==> src/rtl/cvg_tb_pkg.sv <==
package cvg_tb_pkg;

  typedef enum logic [1:0] {
    PH_IDLE,
    PH_TRACE,
    PH_FINISH
  } phase_t;

  // strobes from control to datapath, at most one high per cycle
  typedef struct packed {
    logic colWrite;   // store incoming column, set up trace
    logic traceStep;  // one traceback step
    logic colDone;    // close the column, advance write pointer
  } strobe_t;

endpackage

==> src/rtl/cvg_tb_ctrl.sv <==
module cvg_tb_ctrl
  import cvg_tb_pkg::*;
(
  input  logic    clk,
  input  logic    rstN,
  input  logic    reqIn,
  input  logic    needTrace,
  input  logic    traceEnd,
  output strobe_t strobes,
  output logic    ackOut,
  output logic    isIdle
);

  phase_t phase, phaseNext;

  always_ff @(posedge clk) begin
    if (!rstN) phase <= PH_IDLE;
    else       phase <= phaseNext;
  end

  always_comb begin
    phaseNext = phase;
    case (phase)
      PH_IDLE:   if (reqIn) phaseNext = needTrace ? PH_TRACE : PH_FINISH;
      PH_TRACE:  if (traceEnd) phaseNext = PH_FINISH;
      PH_FINISH: phaseNext = PH_IDLE;
      default:   phaseNext = PH_IDLE;
    endcase
  end

  always_comb begin
    strobes.colWrite  = (phase == PH_IDLE) && reqIn;
    strobes.traceStep = (phase == PH_TRACE);
    strobes.colDone   = (phase == PH_FINISH);
  end

  assign ackOut = (phase == PH_FINISH);
  assign isIdle = (phase == PH_IDLE);

endmodule

==> src/rtl/cvg_tb_path.sv <==
module cvg_tb_path
  import cvg_tb_pkg::*;
#(
  parameter int MEM_BITS    = 2,
  parameter int DEPTH       = 15,
  parameter int START_STATE = 0,
  localparam int NS         = 1 << MEM_BITS,
  localparam int PW         = $clog2(DEPTH)
) (
  input  logic                      clk,
  input  logic                      rstN,
  input  strobe_t                   strobes,
  input  logic [NS-1:0]             decIn,
  output logic                      needTrace,
  output logic                      traceEnd,
  output logic                      bitValid,
  output logic                      bitOut,
  output logic [DEPTH*NS-1:0]       survFlat,
  output logic [DEPTH*MEM_BITS-1:0] pathFlat
);

  localparam logic [PW-1:0]       LAST_IDX  = PW'(DEPTH - 1);
  localparam logic [PW-1:0]       LAST_STEP = PW'(DEPTH - 2);
  localparam logic [MEM_BITS-1:0] START_ST  = MEM_BITS'(START_STATE);

  logic [NS-1:0]       survMem [DEPTH];
  logic [MEM_BITS-1:0] pathMem [DEPTH];

  logic [PW-1:0]       wrPtr, rdPtr, stepCnt, fillCnt;
  logic [MEM_BITS-1:0] curState;
  logic                primed, initMode, decodeEn;

  // traceback step, combinational part
  logic                decBit;
  logic [MEM_BITS:0]   predWide;
  logic [MEM_BITS-1:0] predState;
  logic [PW-1:0]       prevPtr, nextWr;
  logic                storedMatch;

  assign decBit      = survMem[rdPtr][curState];
  assign predWide    = {curState, decBit};
  assign predState   = predWide[MEM_BITS-1:0];
  assign prevPtr     = (rdPtr == '0) ? LAST_IDX : rdPtr - 1'b1;
  assign storedMatch = !initMode && (pathMem[prevPtr] == predState);
  assign traceEnd    = storedMatch || (stepCnt == LAST_STEP);
  assign needTrace   = primed || (fillCnt == LAST_IDX);
  assign nextWr      = (wrPtr == LAST_IDX) ? '0 : wrPtr + 1'b1;

  // oldest column sits right after the newest in the ring
  assign bitOut   = pathMem[nextWr][MEM_BITS-1];
  assign bitValid = strobes.colDone && decodeEn;

  always_ff @(posedge clk) begin
    if (!rstN) begin
      for (int i = 0; i < DEPTH; i++) begin
        survMem[i] <= '0;
        pathMem[i] <= '0;
      end
      wrPtr    <= '0;
      rdPtr    <= '0;
      stepCnt  <= '0;
      fillCnt  <= '0;
      curState <= '0;
      primed   <= 1'b0;
      initMode <= 1'b0;
      decodeEn <= 1'b0;
    end else begin
      if (strobes.colWrite) begin
        survMem[wrPtr] <= decIn;
        decodeEn       <= needTrace;
        if (needTrace) begin
          pathMem[wrPtr] <= START_ST;
          curState       <= START_ST;
          rdPtr          <= wrPtr;
          stepCnt        <= '0;
          initMode       <= !primed;
        end else begin
          fillCnt <= fillCnt + 1'b1;
        end
      end
      if (strobes.traceStep) begin
        if (!storedMatch) pathMem[prevPtr] <= predState;
        curState <= predState;
        rdPtr    <= prevPtr;
        stepCnt  <= stepCnt + 1'b1;
      end
      if (strobes.colDone) begin
        wrPtr <= nextWr;
        if (decodeEn) primed <= 1'b1;
      end
    end
  end

  for (genvar g = 0; g < DEPTH; g++) begin : g_flat
    assign survFlat[g*NS +: NS]             = survMem[g];
    assign pathFlat[g*MEM_BITS +: MEM_BITS] = pathMem[g];
  end

endmodule

==> src/rtl/cvg_traceback.sv <==
module cvg_traceback
  import cvg_tb_pkg::*;
#(
  parameter int CONSTRAINT_LEN = 3,
  parameter int DEPTH_MULT     = 5,
  parameter int START_STATE    = 0,
  localparam int NUM_STATES    = 1 << (CONSTRAINT_LEN - 1)
) (
  input  logic                  clk,
  input  logic                  rstN,
  input  logic                  reqIn,
  input  logic [NUM_STATES-1:0] decIn,
  output logic                  ackOut,
  output logic                  bitValid,
  output logic                  bitOut
);

  localparam int MEM_BITS    = CONSTRAINT_LEN - 1;
  localparam int DEPTH_TOTAL = DEPTH_MULT * CONSTRAINT_LEN;
  localparam int SURV_W      = DEPTH_TOTAL * NUM_STATES;
  localparam int PATH_W      = DEPTH_TOTAL * MEM_BITS;

  strobe_t             strobes;
  logic                needTrace, traceEnd, isIdle;
  logic [SURV_W-1:0]   survFlat;
  logic [PATH_W-1:0]   pathFlat;

  cvg_tb_ctrl u_ctrl (
    .clk       (clk),
    .rstN      (rstN),
    .reqIn     (reqIn),
    .needTrace (needTrace),
    .traceEnd  (traceEnd),
    .strobes   (strobes),
    .ackOut    (ackOut),
    .isIdle    (isIdle)
  );

  cvg_tb_path #(
    .MEM_BITS    (MEM_BITS),
    .DEPTH       (DEPTH_TOTAL),
    .START_STATE (START_STATE)
  ) u_path (
    .clk       (clk),
    .rstN      (rstN),
    .strobes   (strobes),
    .decIn     (decIn),
    .needTrace (needTrace),
    .traceEnd  (traceEnd),
    .bitValid  (bitValid),
    .bitOut    (bitOut),
    .survFlat  (survFlat),
    .pathFlat  (pathFlat)
  );

endmodule

==> config.mk <==
export PLATFORM = sky130hd
export DESIGN_NAME = cvg_traceback
export DESIGN_NICKNAME = d
export VERILOG_FILES = /design/src/rtl/cvg_tb_pkg.sv /design/src/rtl/cvg_tb_ctrl.sv /design/src/rtl/cvg_tb_path.sv /design/src/rtl/cvg_traceback.sv
export SDC_FILE = /design/constraint.sdc
export NUM_CORES = 1
export LEC_CHECK = 0
export ABC_AREA = 1
export BUFFER_PORTS_ARGS = -buffer_cell sky130_fd_sc_hd__buf_2
export CORE_AREA = 8 8 109 111
export DETAILED_ROUTE_END_ITERATION = 16
export DIE_AREA = 0 0 117 119
export PLACE_DENSITY = 0.83
export SETUP_SLACK_MARGIN = 0.2
export SLEW_MARGIN = 25
export SYNTH_ARGS = -nofsm -noshare
export SYNTH_HDL_FRONTEND = slang
export SYNTH_SLANG_ARGS = --single-unit
==> constraint.sdc <==
create_clock -name clk -period 3.18 [get_ports clk]
set_input_delay 0.318 -clock clk [delete_from_list [all_inputs] [get_ports clk]]
set_output_delay 0.318 -clock clk [all_outputs]
set_load 0.05 [all_outputs]
==> metrics list <==
- The flow ran to the end, and the final reports show no timing, DRC or antenna violations.
* Total clock buffers created by CTS: 17
- The cell sitting at the root of the clock tree is a sky130_fd_sc_hd__clkbuf_8.
- Crit Path Class: flop to flop
- Registers are responsible for 42.7% of the overall power.
- Antenna violations before repair: 0
* Cells traversed along the worst timing path: inv_1 > ha_4 > clkinvlp_4 > nand3_1 > nand3_1 > nand3_1 > nand2_2 > inv_1 > nand3_1 > nand2_2 > nand2_4 > nand3_2 > nand2_1 > nand2_1 > nand3_2 > o21ai_2
- Storage cell area: 0.00343 sq mm
- A synthesized cell averages around 8.7 sq um.
- Sw frac: around a quarter
- Global route total overflow: 0
* Skew-Pair Late Insertion Delay: between 500 and 600 ps
- Setup slack closes at 286 ps.
* Total count of max-transition violations in the final report: 0
* Prevailing post-synth register cell: sky130_fd_sc_hd__edfxtp_1
* Final antenna diode count: 0
- Distinct cell type count after synthesis: 43
- For the worst setup path, the data required time is between 3000 and 4000 ps.
* Area taken by multi-input logic gates: 0.00266 sq mm
* Final weighted congestion in routability-driven placement: 0.939
- Placeable core region: between 0.01 and 0.015 sq mm
- Of all nets on the critical path, the largest fanout is 11.
* Final cell count without fillers: about 880
- Dividing the detail-routed wire length by the instance count gives about 18 microns.
- Kind of end point of the critical path: flop
- Detailed Routing Iterations Pass 1: 6
- The worst-case IR drop observed on VDD is 0.000365 V.
- Std cell rows: 37
- The library cells used most frequently in the layout, excluding fill and tap cells, are sky130_fd_sc_hd__nand2_1, sky130_fd_sc_hd__nand3_1, sky130_fd_sc_hd__edfxtp_1.
- RSZ-0062 raised after global routing: no
* Number of global-route vias before repair: a little over 5000
- Global routing usage summed across all routing layers: 23.5%
* Via Count: approximately 5400
* Final count of hold timing violations: 0
- Nets in the synthesized netlist: 726
* Flip-flop and latch count after synthesis: between 100 and 150
- The analysis attributes to net switching a power of slightly above 1 mW.
- Max-cap violations in this run came to 0.
- In this run the number of H-tree levels came out at 4.
- Kind of launch point of the worst setup path: flop
* FFs w/ async S/R, synth: 0%
* Wire length of the first global-routing pass: about 25000 microns
* Arrival time worst endpoint: approximately 3100 ps
- Detail Route Antenna Nets: 0
- On the critical path, the stage with the largest delay is an instance of sky130_fd_sc_hd__dfxtp_1.
* Layout cell share with drive strength beyond 1: 17.4%
- Clock-pin slew was measured on the worst setup and hold paths at approximately 60 ps.
* # port buffers: 9
- The initial utilization of the core area, before any placement, comes to 61.7%.
- Setup-failing EPs final: 0
- Ports placed on the boundary: 10
- Max clock buf depth: 2
* # clock sinks: 123
* Leakage dissipation: between 2 and 3 nW
- Synthesized cell area: roughly 0.0062 sq mm
- Category of cells accounting for the largest share of critical-path delay: simple AND/OR/NAND/NOR gates
- Measured against its own limit, the worst slew margin works out to 51.0%.
- Leaving out fill and tap cells, the most frequent cell in the layout is sky130_fd_sc_hd__nand2_1.
- Once placement completed, the tool counted placed cells totaling 833.
* Die outline area: between 0.01 and 0.015 sq mm
* Post-synthesis to final-layout area growth: 17.7%
- The clock network is responsible for between 40% and 50% of the overall power.
* Pin count of the biggest net entering global routing: 52
* Height of the die: around 120 microns
- Internal power comes to 3.25 mW.
* Final HPWL DP: 10300 microns
- In the final timing run, aggregate negative setup slack is 0 ps.
- The largest single stage delay on the critical path is between 300 and 400 ps.
* F_max: ~350 MHz
- Number of synthesized flops with an enable pin: 96
* Portion of the post-synthesis area used by sequential elements: 54.9%
- The clock period could shrink to around 2900 ps.
* Post-detailed-routing wire length: between 15000 and 20000 microns
- For the pin with the worst max-slew slack, the measured transition is 734 ps.
- Worst-case setup slack after placement: between 50 and 60 ps
- Combinational cells account for 9.6% of the total power.
- In this run the power density over the cells is ~580 mW/mm^2.
- Counting the fill cells in the layout gives 753.
* Horiz. Die Dim: 117 microns
* Initial detailed-routing violation count: around 740
- For this run, design rule violations remaining after detail routing come to 0.
- Number of synthesis warnings: 0
- Post-layout net count: 745
* TritonCTS clock tree: built
- Number of buffers and inverters on the critical path: 3
- Post-Syn Instances: approximately 710
- Most common cell on crit path: sky130_fd_sc_hd__nand3_1
- In this run the worst hold path is classified as input pin to flop.
- Largest clock skew in the final design: about 8 ps
* Fin crit share: between 90% and 100%
- Using the TritonRoute via totals, the vias-per-cell ratio works out to just over 6.
==> final timing paths <==
check	startpoint	to	slack, ps	cells past startpoint
worst max-delay path	u_path.rdPtr[1]	u_path.pathMem[1][1]	290	16
worst min-delay path	reqIn	u_ctrl.phase[1]	70	3
worst max register to register	u_path.rdPtr[1]	u_path.pathMem[1][1]	290	16
worst min register to register	u_path.decodeEn	u_path.decodeEn	470	2
==> synthesized netlist by cell type (3+ instances only) <==
master | count | area share [%]
sky130_fd_sc_hd__nand2_4 | 3 | 0.54
sky130_fd_sc_hd__nand3_1 | 120 | 9.6
sky130_fd_sc_hd__ha_1 | 5 | 1.0
sky130_fd_sc_hd__o21ai_0 | 28 | 2.2
sky130_fd_sc_hd__buf_2 | 8 | 0.64
sky130_fd_sc_hd__nor3_1 | 31 | 2.5
sky130_fd_sc_hd__nand4_1 | 10 | 1.0
sky130_fd_sc_hd__inv_2 | 4 | 0.24
sky130_fd_sc_hd__nand2_2 | 8 | 0.80
sky130_fd_sc_hd__buf_4 | 7 | 0.84
sky130_fd_sc_hd__nor2_1 | 91 | 5.5
sky130_fd_sc_hd__o21ai_1 | 3 | 0.24
sky130_fd_sc_hd__buf_6 | 4 | 0.72
sky130_fd_sc_hd__o211ai_1 | 3 | 0.36
sky130_fd_sc_hd__clkbuf_1 | 14 | 0.84
sky130_fd_sc_hd__nand2_1 | 158 | 9.5
sky130_fd_sc_hd__inv_1 | 44 | 2.7
sky130_fd_sc_hd__nor3_2 | 5 | 0.80
sky130_fd_sc_hd__dfxtp_1 | 27 | 8.7
sky130_fd_sc_hd__edfxtp_1 | 96 | 46
sky130_fd_sc_hd__a21oi_1 | 18 | 1.4
==> power groups by stage <==
| stage | clock network, mW | registers [mW] | logic (mW) |
|---|---|---|---|
| after detailed placement | 0 | 1.85 | 0.337 |
| after global routing | 2.11 | 1.83 | 0.446 |
| after global placement | 0 | 1.85 | 0.327 |
| after floorplan | 0 | 1.84 | 0.266 |
| final | 2.03 | 1.82 | 0.412 |
| after CTS | 2.03 | 1.82 | 0.347 |
==> layout make-up <==
cell class	count	share of cell area (%)
well taps	136	2.32
flip-flops and latches	123	46.7
clock inverters	14	2.73
inverters	49	2.63
clock buffers	18	5.70
multi-input cells	509	36.3
repair buffers	33	3.60
==> worst min-delay path, cell delays in order <==
cell and delay [ps]:
sky130_fd_sc_hd__buf_2 90, sky130_fd_sc_hd__o2111ai_1 100, sky130_fd_sc_hd__inv_1 50
==> per-stage QoR <==
stage | hold WS [ps] | power [mW] | util (%) | instance area (sq um)
2_1_floorplan | 417 | 2.10 | - | 6230
3_3_place_gp | 451 | 2.18 | 62.5 | 6310
3_5_place_dp | 460 | 2.19 | 62.5 | 6310
4_1_cts | 64.7 | 4.20 | 69.2 | 6980
5_1_grt | 75.5 | 4.38 | 72.7 | 7330
6_report | 66.5 | 4.27 | 72.7 | 7330
==> layer usage <==
layer	vias up	track usage (%)	part of all wire (%)
met1	2516	27.6	38
li1	2494	-	-
met4	0	11.2	3.7
met3	60	5.10	7.7
met2	289	39.9	51
met5	-	0	0
==> cells by family after synthesis <==
logic type,count (synthesis),synth area share (%)
adders and majority gates,5,1.00
AOI/OAI and AO/OA,64,5.92
DFF,123,54.9
buffers and inverters,86,6.45
xor gates and xnor gates,2,0.281
and+or+nand+nor,434,31.4
==> sequential cells by signal, indices dropped and copies added, names as in the netlist, named ones only <==
signal and cells:
u_path.survMem 64, u_path.pathMem 32, u_path.fillCnt 4, u_path.rdPtr 4, u_path.stepCnt 4, u_path.wrPtr 4
u_ctrl.phase 2, u_path.curState 2, u_path.decodeEn 1, u_path.initMode 1, u_path.primed 1
==> repair_timing <==
item,in CTS,in global routing
endpoints found under the setup margin,33,64
pin swaps,0,7
hold buffers,4,0
buffers inserted,0,9
resized for setup,15,63
cloned,0,4
hold endpoints to repair,4,0
Note: power is estimated with default switching activity, not from simulation.
